**src/rtl/u485_pkg.sv**
```systemverilog
package u485_pkg;

    typedef enum logic [2:0] {
        ST_IDLE,
        ST_LEAD,
        ST_START,
        ST_DATA,
        ST_STOP,
        ST_HOLD
    } tx_state_e;

endpackage

```
**src/rtl/u485_bit_timer.sv**
```systemverilog
module u485_bit_timer #(
    parameter int DIV_W   = 16,
    parameter int MIN_PER = 2
) (
    input  logic             clk,
    input  logic             rst_n,
    input  logic             run,
    input  logic [DIV_W-1:0] div,
    output logic             bit_end
);
    logic [DIV_W-1:0] per;
    logic [DIV_W-1:0] cnt_q;

    assign per     = (div < DIV_W'(MIN_PER)) ? DIV_W'(MIN_PER) : div;
    assign bit_end = run && (cnt_q == per - DIV_W'(1));

    always_ff @(posedge clk) begin
        if (!rst_n || !run) begin
            cnt_q <= '0;
        end else if (bit_end) begin
            cnt_q <= '0;
        end else begin
            cnt_q <= cnt_q + DIV_W'(1);
        end
    end

    AST_CNT_BELOW_PERIOD: assert property (@(posedge clk) disable iff (!rst_n)
        run |-> (cnt_q < per));

endmodule

```
**src/rtl/u485_hold_reg.sv**
```systemverilog
module u485_hold_reg #(
    parameter int DATA_W = 8
) (
    input  logic              clk,
    input  logic              rst_n,
    input  logic              in_valid,
    input  logic [DATA_W-1:0] in_data,
    output logic              in_ready,
    input  logic              take,
    output logic              full,
    output logic [DATA_W-1:0] data_q
);
    logic full_q;

    assign in_ready = !full_q;
    assign full     = full_q;

    always_ff @(posedge clk) begin
        if (!rst_n) begin
            full_q <= 1'b0;
            data_q <= '0;
        end else if (take) begin
            full_q <= 1'b0;
        end else if (in_valid && !full_q) begin
            full_q <= 1'b1;
            data_q <= in_data;
        end
    end

    AST_TAKE_ONLY_FULL: assert property (@(posedge clk) disable iff (!rst_n)
        take |-> full_q);
    AST_DATA_KEPT: assert property (@(posedge clk) disable iff (!rst_n)
        (full_q && !take) |=> (full_q && $stable(data_q)));

endmodule

```
**src/rtl/u485_tx_fsm.sv**
```systemverilog
module u485_tx_fsm
    import u485_pkg::*;
#(
    parameter int DATA_W   = 8,
    parameter int HOLD_W   = 2,
    parameter int MAX_HOLD = 2
) (
    input  logic              clk,
    input  logic              rst_n,
    input  logic              bit_end,
    input  logic              hold_full,
    input  logic [DATA_W-1:0] hold_data,
    input  logic [HOLD_W-1:0] hold_bits,
    output logic              take,
    output logic              run,
    output logic              txd,
    output logic              drv_en,
    output logic              tx_idle
);
    localparam int IDX_W = (DATA_W > 1) ? $clog2(DATA_W) : 1;

    tx_state_e         state_q, state_d;
    logic [DATA_W-1:0] shreg_q;
    logic [IDX_W-1:0]  bidx_q;
    logic [HOLD_W-1:0] hcnt_q;
    logic [HOLD_W-1:0] hold_eff;

    assign hold_eff = (hold_bits > HOLD_W'(MAX_HOLD)) ? HOLD_W'(MAX_HOLD) : hold_bits;

    // state register
    always_ff @(posedge clk) begin
        if (!rst_n) state_q <= ST_IDLE;
        else        state_q <= state_d;
    end

    // next state
    always_comb begin
        state_d = state_q;
        unique case (state_q)
            ST_IDLE:  if (hold_full) state_d = ST_LEAD;
            ST_LEAD:  if (bit_end) state_d = ST_START;
            ST_START: if (bit_end) state_d = ST_DATA;
            ST_DATA:  if (bit_end && bidx_q == IDX_W'(DATA_W-1)) state_d = ST_STOP;
            ST_STOP: begin
                if (bit_end) begin
                    if (hold_full)               state_d = ST_START;
                    else if (hold_eff == '0)     state_d = ST_IDLE;
                    else                         state_d = ST_HOLD;
                end
            end
            ST_HOLD: begin
                if (bit_end) begin
                    if (hold_full)                    state_d = ST_START;
                    else if (hcnt_q == HOLD_W'(1))    state_d = ST_IDLE;
                end
            end
            default: state_d = ST_IDLE;
        endcase
    end

    assign take = (state_q != ST_START) && (state_d == ST_START);
    assign run  = (state_q != ST_IDLE);

    // shift engine and hold counter
    always_ff @(posedge clk) begin
        if (!rst_n) begin
            shreg_q <= '0;
            bidx_q  <= '0;
            hcnt_q  <= '0;
        end else begin
            if (take) begin
                shreg_q <= hold_data;
                bidx_q  <= '0;
            end else if (state_q == ST_DATA && bit_end) begin
                shreg_q <= shreg_q >> 1;
                bidx_q  <= bidx_q + IDX_W'(1);
            end
            if (state_q == ST_STOP && bit_end) begin
                hcnt_q <= hold_eff;
            end else if (state_q == ST_HOLD && bit_end) begin
                hcnt_q <= hcnt_q - HOLD_W'(1);
            end
        end
    end

    // outputs
    always_comb begin
        txd     = 1'b1;
        drv_en  = 1'b1;
        tx_idle = 1'b0;
        unique case (state_q)
            ST_IDLE: begin
                drv_en  = 1'b0;
                tx_idle = 1'b1;
            end
            ST_LEAD:  ;
            ST_START: txd = 1'b0;
            ST_DATA:  txd = shreg_q[0];
            ST_STOP:  ;
            ST_HOLD:  tx_idle = 1'b1;
            default: begin
                drv_en  = 1'b0;
                tx_idle = 1'b1;
            end
        endcase
    end

    AST_LEAD_THEN_START: assert property (@(posedge clk) disable iff (!rst_n)
        (state_q == ST_LEAD && bit_end) |=> (!txd && drv_en));
    AST_LINE_HIGH_OFF: assert property (@(posedge clk) disable iff (!rst_n)
        !drv_en |-> txd);
    AST_DE_FALL_AT_BOUNDARY: assert property (@(posedge clk) disable iff (!rst_n)
        $fell(drv_en) |-> $past(bit_end));
    AST_NO_LEAD_BURST: assert property (@(posedge clk) disable iff (!rst_n)
        (state_q == ST_STOP && bit_end && hold_full) |=> (!txd && drv_en));
    AST_HOLD_BOUND: assert property (@(posedge clk) disable iff (!rst_n)
        (state_q == ST_HOLD) |-> (hcnt_q != '0 && hcnt_q <= HOLD_W'(MAX_HOLD)));

endmodule

```
**src/rtl/u485_tx.sv**
```systemverilog
module u485_tx #(
    parameter int DATA_W   = 8,
    parameter int DIV_W    = 16,
    parameter int HOLD_W   = 2,
    parameter int MAX_HOLD = 2
) (
    input  logic              clk,
    input  logic              rst_n,
    input  logic [DIV_W-1:0]  baud_div,
    input  logic [HOLD_W-1:0] hold_bits,
    input  logic              in_valid,
    input  logic [DATA_W-1:0] in_data,
    output logic              in_ready,
    output logic              txd,
    output logic              drv_en,
    output logic              rcv_en_n,
    output logic              buf_empty,
    output logic              tx_idle
);
    logic              take;
    logic              run;
    logic              bit_end;
    logic              hold_full;
    logic [DATA_W-1:0] hold_data;

    u485_bit_timer #(.DIV_W(DIV_W), .MIN_PER(2)) timer_i (
        .clk     (clk),
        .rst_n   (rst_n),
        .run     (run),
        .div     (baud_div),
        .bit_end (bit_end)
    );

    u485_hold_reg #(.DATA_W(DATA_W)) hold_i (
        .clk      (clk),
        .rst_n    (rst_n),
        .in_valid (in_valid),
        .in_data  (in_data),
        .in_ready (in_ready),
        .take     (take),
        .full     (hold_full),
        .data_q   (hold_data)
    );

    u485_tx_fsm #(.DATA_W(DATA_W), .HOLD_W(HOLD_W), .MAX_HOLD(MAX_HOLD)) fsm_i (
        .clk       (clk),
        .rst_n     (rst_n),
        .bit_end   (bit_end),
        .hold_full (hold_full),
        .hold_data (hold_data),
        .hold_bits (hold_bits),
        .take      (take),
        .run       (run),
        .txd       (txd),
        .drv_en    (drv_en),
        .tx_idle   (tx_idle)
    );

    assign rcv_en_n  = !drv_en;
    assign buf_empty = !hold_full;

    AST_IDLE_FLAG_DE: assert property (@(posedge clk) disable iff (!rst_n)
        !tx_idle |-> drv_en);
    AST_RX_OFF: assert property (@(posedge clk) disable iff (!rst_n)
        drv_en |-> !rcv_en_n);
    AST_READY_IS_EMPTY: assert property (@(posedge clk) disable iff (!rst_n)
        in_ready == buf_empty);

endmodule

```
**config.mk**
```make
export PLATFORM = sky130hd
export DESIGN_NAME = u485_tx
export DESIGN_NICKNAME = d
export VERILOG_FILES = /design/src/rtl/u485_pkg.sv /design/src/rtl/u485_bit_timer.sv /design/src/rtl/u485_hold_reg.sv /design/src/rtl/u485_tx_fsm.sv /design/src/rtl/u485_tx.sv
export SDC_FILE = /design/constraint.sdc
export NUM_CORES = 1
export LEC_CHECK = 0
export ABC_AREA = 1
export ABC_CLOCK_PERIOD_IN_PS = 3000
export BUFFER_PORTS_ARGS = -buffer_cell sky130_fd_sc_hd__clkbuf_2
export CAP_MARGIN = 15
export CORE_MARGIN = 5
export CORE_UTILIZATION = 58
export DETAILED_ROUTE_END_ITERATION = 10
export GPL_TIMING_DRIVEN = 0
export PLACE_DENSITY = 0.8
export SYNTH_ARGS = -nofsm -noshare
export SYNTH_HDL_FRONTEND = slang
export SYNTH_SLANG_ARGS = --single-unit
```
**constraint.sdc**
```tcl
create_clock -name clk -period 3 [get_ports clk]
set_input_delay 0.15 -clock clk [delete_from_list [all_inputs] [get_ports clk]]
set_output_delay 0.15 -clock clk [all_outputs]
set_load 0.05 [all_outputs]
```
# Word level (Yosys, flattened, before mapping)
# Index checks and enable logic that the tools add are counted.
# totals
register_bits	41
in_bits	29
output_inout_bits	6
# classes
n_addsub	4
magnitude_cmp	2
n_eq_ne	10
n_mux	20
bitwise	2
n_reduce_logical	22
# op_table
operator	n
3-bit two-way mux	10
3-bit case mux with 6 select lines	1
16-bit by 1-bit adder with 16-bit output (second input constant)	1
16-bit equality test	1
16-bit by 2-bit < comparator with 1-bit output (second input constant)	1
16-bit two-way mux	1
8-bit two-way mux	2
16-bit by 1-bit subtractor with 16-bit output (second input constant)	1
3-bit by 2-bit equality test with 1-bit output (second input constant)	3
3-bit equality test (second input constant)	3
1-bit logical AND	7
2-bit two-way mux	3
5-bit OR reduction	1
1-bit zero test	4
2-bit nonzero test	2
2-bit OR reduction	2
4-bit OR reduction	1
3-bit by 1-bit adder with 3-bit output (second input constant)	1
3-bit by 1-bit equality test with 1-bit output (second input constant)	1
3-bit zero test	1
3-bit by 2-bit inequality test with 1-bit output (second input constant)	1
3-bit nonzero test	1
2-bit by 1-bit equality test with 1-bit output (second input constant)	1
2-bit > comparator (second input constant)	1
other kinds (7)	9

# Depth between registers and ports, before layout
# Gate-level depths: netlist of the first run.
# depth
word_depth	12
mapped_depth	25
depth_no_buf	23

# Hierarchy
# From an unflattened synthesis of the first run, not the netlist that was laid out.
# unflattened
hier_cells	453
hier_area_um2	3004.1
# by_module_without_submodules
module	n_inst	cells_each	area_per_inst_um2	seq_area_each_um2
u485_bit_timer	1	230	1506.4	320.3
u485_tx_fsm	1	164	1079.8	320.3
u485_hold_reg	1	57	410.4	180.2
u485_tx	1	2	7.5	0.0

# Worst setup path after synthesis of the first run
# Ideal clock, no wire load.
# synth_path
kind	input -> register
start	input baud_div[6]
end	register hold_i.data_q[0]
setup_ps	132
t_arrival_ps	2594
path_slack_ps	274
stages	22
path_buffers	1
path_cell_list	nor2_2 > nand2_1 > nor2_1 > nand2_1 > buf_6 > nand2_1 > ha_1 > nand2_1 > nor2_1 > nand3_1 > xor2_1 > nand2_1 > nor2_1 > nand2_1 > nor2_2 > nand3_2 > nand2_2 > nand2_4 > nand2_8 > nand2_1 > nand2_1 > a21oi_1
# synth_between
elab_chain_len	12
# synth_lines
element	line_no	rtl
from (decl)	u485_tx.sv:9	input logic [DIV_W-1:0] baud_div,
16-bit by 2-bit < comparator with 1-bit output	u485_bit_timer.sv:14	assign per = (div < DIV_W'(MIN_PER)) ? DIV_W'(MIN_PER) : div;
16-bit two-way mux (*)	u485_bit_timer.sv:14	
16-bit by 1-bit subtractor with 16-bit output (*)	u485_bit_timer.sv:15	assign bit_end = run && (cnt_q == per - DIV_W'(1));
16-bit equality test (*)	u485_bit_timer.sv:15	
1-bit logical AND (*)	u485_bit_timer.sv:15	
1-bit logical AND	u485_tx_fsm.sv:43	ST_DATA: if (bit_end && bidx_q == IDX_W'(DATA_W-1)) state_d = ST_STOP;
3-bit two-way mux	u485_tx_fsm.sv:43	
3-bit case mux with 6 select lines (*)	u485_tx_fsm.sv:39	unique case (state_q)
3-bit by 2-bit equality test with 1-bit output (*)	u485_tx_fsm.sv:61	assign take = (state_q != ST_START) && (state_d == ST_START);
1-bit logical AND (*)	u485_tx_fsm.sv:61	
1-bit inverter (no source line) (*)	n/a	
2-bit AND reduction (no source line) (*)	n/a	
to (signal assigned)	u485_hold_reg.sv:26	data_q <= in_data;
to (decl)	u485_hold_reg.sv:11	output logic [DATA_W-1:0] data_q
# Mark *: on every way between the ends. The rest lies on a longest branch, timed or not.
# A chain may end at the register's enable or synchronous reset.

# Worst setup path after layout of the first run
# layout_path
start	input baud_div[3]
end	register fsm_i.shreg_q[0]
# layout_between
elab_chain_len	11
# layout_lines
element	line_no	rtl
16-bit by 2-bit < comparator with 1-bit output	u485_bit_timer.sv:14	
16-bit two-way mux (*)	u485_bit_timer.sv:14	
16-bit by 1-bit subtractor with 16-bit output (*)	u485_bit_timer.sv:15	
16-bit equality test (*)	u485_bit_timer.sv:15	
1-bit logical AND (*)	u485_bit_timer.sv:15	
1-bit logical AND	u485_tx_fsm.sv:43	
3-bit two-way mux	u485_tx_fsm.sv:43	
3-bit case mux with 6 select lines	u485_tx_fsm.sv:39	
3-bit by 2-bit equality test with 1-bit output	u485_tx_fsm.sv:61	
1-bit logical AND	u485_tx_fsm.sv:61	
8-bit two-way mux / 2-bit nonzero test (equally long branches)	n/a	
to (signal assigned)	u485_tx_fsm.sv:72	shreg_q <= hold_data;
to (signal assigned)	u485_tx_fsm.sv:75	shreg_q <= shreg_q >> 1;
to (decl)	u485_tx_fsm.sv:23	logic [DATA_W-1:0] shreg_q;
# Marks and branches as above.

==> results of run 1 <==
## placed cells by master (no fill, tap or decap), types with 4 or more instances in the layout
| master | netlist | routed |
|---|---|---|
| o21ai_0 | 6 | 6 |
| nor3b_1 | 9 | 9 |
| xor2_2 | 1 | 4 |
| nand2_1 | 88 | 85 |
| nor2_2 | 4 | 8 |
| ha_1 | 5 | 4 |
| xnor2_1 | 4 | 4 |
| nor3_1 | 6 | 6 |
| clkbuf_8 | 0 | 5 |
| a21oi_1 | 30 | 27 |
| nand3_2 | 3 | 6 |
| nand3_1 | 55 | 52 |
| inv_1 | 50 | 50 |
| nand2_2 | 4 | 6 |
| clkbuf_2 | 0 | 33 |
| dfxtp_1 | 41 | 41 |
| or2_2 | 4 | 4 |
| nand4_1 | 14 | 14 |
| nor2_1 | 53 | 44 |
| nor2_4 | 0 | 5 |
| xor2_1 | 19 | 15 |
## per-stage QoR
step	hold slack (ps)	power (µW)	util (%)	TNS, ps	cells
floorplan	247.6	688.7	-	0	424
global placement	394.9	742.5	64.87	-9643	525
detailed placement	401.8	746.3	64.87	-10570	525
CTS	88.58	1168	67.13	0	532
global route	95.29	1232	69.99	-731.6	533
finish	93.31	1180	69.99	0	533
## layout make-up
cell class,instances,area [µm²]
inverter,52,195.2
clock buffer,5,68.82
fill,390,1418
sequential,41,820.8
timing repair buffer,35,177.7
clock inverter,2,35.03
buffer,7,53.80
tap,67,83.83
multi-input combinational,324,1871
## how the worst max path moves through the flow
| stage | to | slack [ps] |
|---|---|---|
| 2_1_floorplan | hold_i.data_q[0] | 270 |
| 3_5_place_dp | hold_i.data_q[0] | -350 |
| 4_1_cts | timer_i.cnt_q[9] | 50 |
| 6_report | fsm_i.shreg_q[0] | 130 |
| 5_1_grt | fsm_i.hcnt_q[0] | -70 |
| 3_3_place_gp | hold_i.data_q[0] | -330 |
## power by group
group          internal (µW)  switching (µW)
clock network            242             185
registers                553            6.60
logic                   63.3             130
## sequential cells by signal, summed over array words and instances (netlist names)
| signal | cells |
|---|---|
| timer_i.cnt_q | 16 |
| fsm_i.hcnt_q | 2 |
| hold_i.data_q | 8 |
| fsm_i.bidx_q | 3 |
| hold_i.full | 1 |
| fsm_i.state_q | 3 |
| fsm_i.shreg_q | 8 |
## cells by family after synthesis
group                      synth area share, %
and+or+nand+nor                          44.03
buffers and inverters                    8.860
AOI/OAI and AO/OA                        7.925
DFF                                      29.21
xor gates and xnor gates                 7.747
adders and majority gates                2.226
## what timing repair did
action                                 CTS  global route
setup buffers                            0             1
gates resized for setup                  1            30
setup endpoints to repair               27            35
endpoints found under the hold margin    0             0
pin swaps                                0             4
## worst reg2reg max path, cell delays in order (launching register included)
cell,delay (ps)
dfxtp_1,400
nand3_1,120
nor2_1,140
nand2_1,70
inv_1,70
nand2_1,60
nor2_1,170
inv_1,90
nor4_1,450
nand3_1,170
nor2_1,240
nand3_1,120
xor2_1,150
nor2_1,60
## per-layer routing
layer  up-vias  track usage (%)  part of all wire (%)
li1       1467                -                     -
met5         -                0                     0
met2        76            37.56                    49
met1      1372            30.59                    46
met3         6            3.612                   4.6
met4         0            4.296                  0.69
==> impl_metrics.tcl, run 1 <==
set metrics [dict create \
    outcome "finished clean" \
    post_drt_wl_per_cell_um 13.24 \
    htree_levels 2 \
    area_growth_pct 17.63 \
    synth_largest_area_cell "dfxtp_1" \
    final_area_mm2 0.003306 \
    syn_avg_cell_area_um2 6.628 \
    min_from "in_valid" \
    cp.arrival_ps 3030 \
    vias 2921 \
    synth_flop_cell "dfxtp_1" \
    max_stage_delay_ps 490 \
    crit_type "in -> reg" \
    place_area_mm2 0.003064 \
    yosysMostFrequentCell "nand2_1" \
    synth_top_area_share_pct 29.21 \
    startpoint "baud_div[3]" \
    path_depth 17 \
    rr_worst_depth 13 \
    drive_gt1_share_pct 19.96 \
    dieHeight_um 79.61 \
    cts_root_buffer "clkbuf_8" \
    reg2reg_slack_ps 590 \
    hold_violations 0 \
    final_net_count 500 \
    fmax_mhz 348.4 \
    wl_mm 7.055 \
    initial_core_util_pct 59.50 \
    ir_drop_mv 0.2910 \
    synth_area_mm2 0.002810 \
    regToRegEndpoint "timer_i.cnt_q[15]" \
    slew_viol_final 0 \
    critPathMaxFanout 10 \
    clock_path_buffers 2 \
    yosysUniqueCellTypes 38 \
    grt_pass1_wl_mm 11.63 \
    startpoint_type "input pin" \
    cts_hold_buf 0 \
    cp-end-kind "flip-flop" \
    drc 0 \
    synth_nets 458 \
    worst_slew_pin_slew_ps 655.9 \
    num_rows 25 \
    grt_pass1_vias 2652 \
    ys_seq_area_share_pct 29.21 \
    powerDensity_mw_per_mm2 356.8 \
    core_mm2 0.004723 \
    cts_sinks 41 \
    crit_top_cell "nand2_1" \
    cp_cell_sequence "clkbuf_2 > nor2_4 > nand2_1 > nor2_2 > nand2_1 > buf_6 > nand2_1 > ha_2 > nand2_4 > nor2_4 > nand3_2 > xor2_2 > nand3_1 > nor3_2 > nand3_2 > nand3_1 > a21oi_2" \
    p_leak_uw 0.001372 \
    synth-edff-count 0 \
    synth_cells 424 \
    critPathRequiredTime_ps 3160 \
    grt_max_degree 13 \
    skew_ps 10.92 \
    antenna_found_initial 0 \
    period_needed_ps 2870 \
    antenna_left 0 \
    die_width_um 79.61 \
    io_pins 35 \
    slew_headroom_pct 56.11 \
    grt_overflow 0 \
    grt_use_total_pct 22.46 \
    place_ws_ps -345.6 \
    finalSetupViolations 0 \
    ys.warnings.count 0 \
    viasPerCell 5.480 \
    drt_iter0_markers 176 \
    hp-class "in -> reg" \
    diodes 0 \
    ys_seq_elements 41 \
    clkLatencyLatePin_ps 290 \
    hpwl_mm 5.272 \
    cts_buffers 5 \
    path_buf_inv 2 \
    path_delay_family "simple AND/OR/NAND/NOR gates" \
    cap_violations 0 \
    whs_path_depth 3 \
    port_buffers 34 \
    r2r_start "timer_i.cnt_q[0]" \
    dieArea_mm2 0.006337 \
    worst_slack_ps 129.8 \
    clk_pin_slew_ps 80 \
    async_flop_share_pct 0 \
    synthTopCellsByArea "dfxtp_1 (29%), nand2_1 (12%), nand3_1 (9.8%)" \
    period_share_pct 95.67 \
    cts_tree "done" \
    dr.pass1.iters 5 \
    cpMaxStageDelayCell "nor3_2" \
    place_congestion 0.9295 \
    min_to "hold_i.full" \
    synthTopCellsByCount "nand2_1 (88), nand3_1 (55), nor2_1 (53)" \
]
(Power assumes the default switching activity.)
==> inputs of run 2 (changes only) <==
- ABC_AREA: 1 -> default
- SETUP_SLACK_MARGIN: default -> 0.02
- TNS_END_PERCENT: default -> 50
==> run 2 against run 1 <==
  * The run now ends with negative setup slack left
  * Via count fell by 3.6%
  * Total power is 2.9% lower
  * Die area is 3.5% lower
  * Critical path type unchanged
  * Combinational power rose by 15%
  * Global-route usage increased by 0.92 points
  * Register-to-register slack worse by 800 ps
  * First-iteration DRC count increased by 49%
  * Wire length increased by 15%
==> impl_metrics.tcl, run 2 <==
set metrics [dict create \
    synth_area_mm2 0.002698 \
    antenna_left 0 \
    grt_setup_unrepaired "yes" \
    p_comb_share_pct 19.3 \
    hpwl_mm 4.684 \
    grt_overflow 0 \
    powerDensity_mw_per_mm2 330.1 \
    critPathMaxFanout 6 \
    hp-class "in -> reg" \
    reg2reg_slack_ps -210 \
    clock_path_buffers 2 \
    p_sw_share_pct 29.46 \
    drive_gt1_share_pct 30.59 \
    ys_seq_area_share_pct 30.43 \
    dr.pass1.iters 7 \
    cts_tree "done" \
    wl_mm 8.108 \
    critPathRequiredTime_ps 3200 \
    grt_pass1_wl_mm 11.70 \
    final_net_count 422 \
    grt_pass1_vias 2426 \
    diodes 0 \
    synthTopCellsByCount "dfxtp_1 (41), nor2_1 (37), nand2_1 (20)" \
    slew_viol_final 0 \
    ys_seq_elements 41 \
    dieHeight_um 78.20 \
    slew_headroom_pct 31.06 \
    outcome "finished, violations left" \
    grt_max_degree 14 \
    synth_nets 356 \
    crit_type "in -> reg" \
    final_area_mm2 0.003471 \
    multi_input_area_mm2 0.001952 \
    synthTopCellsByArea "dfxtp_1 (30%), mux2i_1 (6.7%), xor2_1 (6.2%)" \
    largest_reg_flops 16 \
    power_frac_clock_pct 31.7 \
    drt_iter0_markers 262 \
    syn_avg_cell_area_um2 8.378 \
    hold_violations 0 \
    drc 0 \
    core_mm2 0.004444 \
    violations "negative setup slack" \
    ys.warnings.count 0 \
    grt_use_total_pct 23.38 \
    ff_latch_area_um2 820.8 \
    cp-end-kind "flip-flop" \
    pwr-share-seq_pct 49.0 \
    fmax_mhz 300.6 \
    cts_buffers 5 \
    yosysMostFrequentCell "dfxtp_1" \
    cap_violations 0 \
    p_leak_uw 0.001458 \
    final.fill_count 300 \
    synth_cells 322 \
    place_congestion 0.8840 \
    synth_top_area_share_pct 30.43 \
    viasPerCell 6.388 \
    dieArea_mm2 0.006115 \
    largestRegisters "timer_i.cnt_q x16, fsm_i.shreg_q x8, hold_i.data_q x8" \
    finalSetupViolations 41 \
    final_common_cell "dfxtp_1" \
    worst_slack_ps -326.4 \
    synth_largest_area_cell "dfxtp_1" \
    startpoint_type "input pin" \
    num_rows 24 \
    place_area_mm2 0.002968 \
    cp.arrival_ps 3530 \
    io_pins 35 \
    synth-edff-count 0 \
    yosysUniqueCellTypes 62 \
    cts_root_buffer "clkbuf_8" \
    htree_levels 2 \
    initial_core_util_pct 60.70 \
    regMostFlops "timer_i.cnt_q" \
    period_needed_ps 3326 \
    async_flop_share_pct 0 \
    antenna_found_initial 0 \
    finalPower_uw 1146 \
    vias 2817 \
    clkLatencyLatePin_ps 300 \
    die_width_um 78.20 \
    clk_pin_slew_ps 80 \
    power.internal_uw 808.2 \
    area_growth_pct 28.66 \
    synth_flop_cell "dfxtp_1" \
    ir_drop_mv 0.4101 \
    final_cell_mix "dfxtp_1 (41), nor2_1 (33), clkbuf_2 (27), buf_4 (23)" \
    post_drt_wl_per_cell_um 18.39 \
    period_share_pct 110.9 \
    worst_slew_pin_slew_ps 1028 \
    cts_sinks 41 \
    port_buffers 32 \
    skew_ps 5.850 \
    p_switching_uw 337.6 \
    utilization_pct 78.10 \
]
==> run 2: worst paths after layout <==
| check | from | endpoint | depth (start not counted) |
|---|---|---|---|
| worst max-delay path | baud_div[8] | fsm_i.bidx_q[2] | 12 |
| worst min-delay path | in_data[3] | hold_i.data_q[3] | 3 |
| worst max register to register | timer_i.cnt_q[3] | fsm_i.state_q[0] | 10 |
| worst min register to register | fsm_i.shreg_q[7] | fsm_i.shreg_q[7] | 2 |
==> run 2: final cells by class <==
class | count | share of cell area, %
sequential | 41 | 23.65
buffer | 12 | 2.523
inverter | 10 | 1.081
multi-input combinational | 259 | 56.24
clock buffer | 6 | 2.091
clock inverter | 2 | 0.4326
timing repair buffer | 59 | 12.11
tap | 52 | 1.875
==> run 2: timing repair <==
action	4_1_cts	5_1_grt
resized for setup	18	34
pin swaps	22	20
gates cloned	1	2
hold endpoints to repair	0	0
setup endpoints to repair	40	41
hold buffers	0	0
setup buffers	20	5
==> run 2: through the flow <==
stage	std cells	setup TNS (ps)	worst slack, ps	hold slack [ps]
after floorplan	322	-3826	-217.2	287.8
after global placement	406	-24450	-769.9	378.6
after detailed placement	406	-25330	-798.8	387.0
after CTS	435	-3093	-188.0	73.97
after global routing	441	-14960	-510.0	84.97
final	441	-9752	-326.4	76.46
==> run 2: worst max-delay path, stage by stage <==
cell	delay, ps
buf_12	100
or4_4	580
o41ai_4	400
ha_2	250
nor3b_4	220
nand4_1	180
xnor2_2	230
nor3_2	170
nand4_1	170
or4_4	600
mux2_4	330
and3_1	150
==> run 2: logic make-up after synthesis <==
group / share of synthesized area, %
adders and majority gates: 2.319
AOI/OAI and AO/OA: 14.66
buffers and inverters: 4.128
DFF: 30.43
muxes: 7.792
xor gates and xnor gates: 10.71
and+or+nand+nor: 29.96
==> run 2: power by group through the flow <==
stage          logic [µW]  registers (µW)  clock network, µW
3_3_place_gp          173             573                  0
5_1_grt               236             563                394
3_5_place_dp          175             573                  0
2_1_floorplan         119             571                  0
4_1_cts               199             561                368
6_report              221             562                363
==> run 2: per-layer routing <==
layer	up-vias	share of wire, %	global-route usage (%)
met1	1324	42	31.36
met4	0	3.3	5.594
li1	1307	-	-
met3	33	8.0	6.293
met2	153	47	37.59
met5	-	0	0
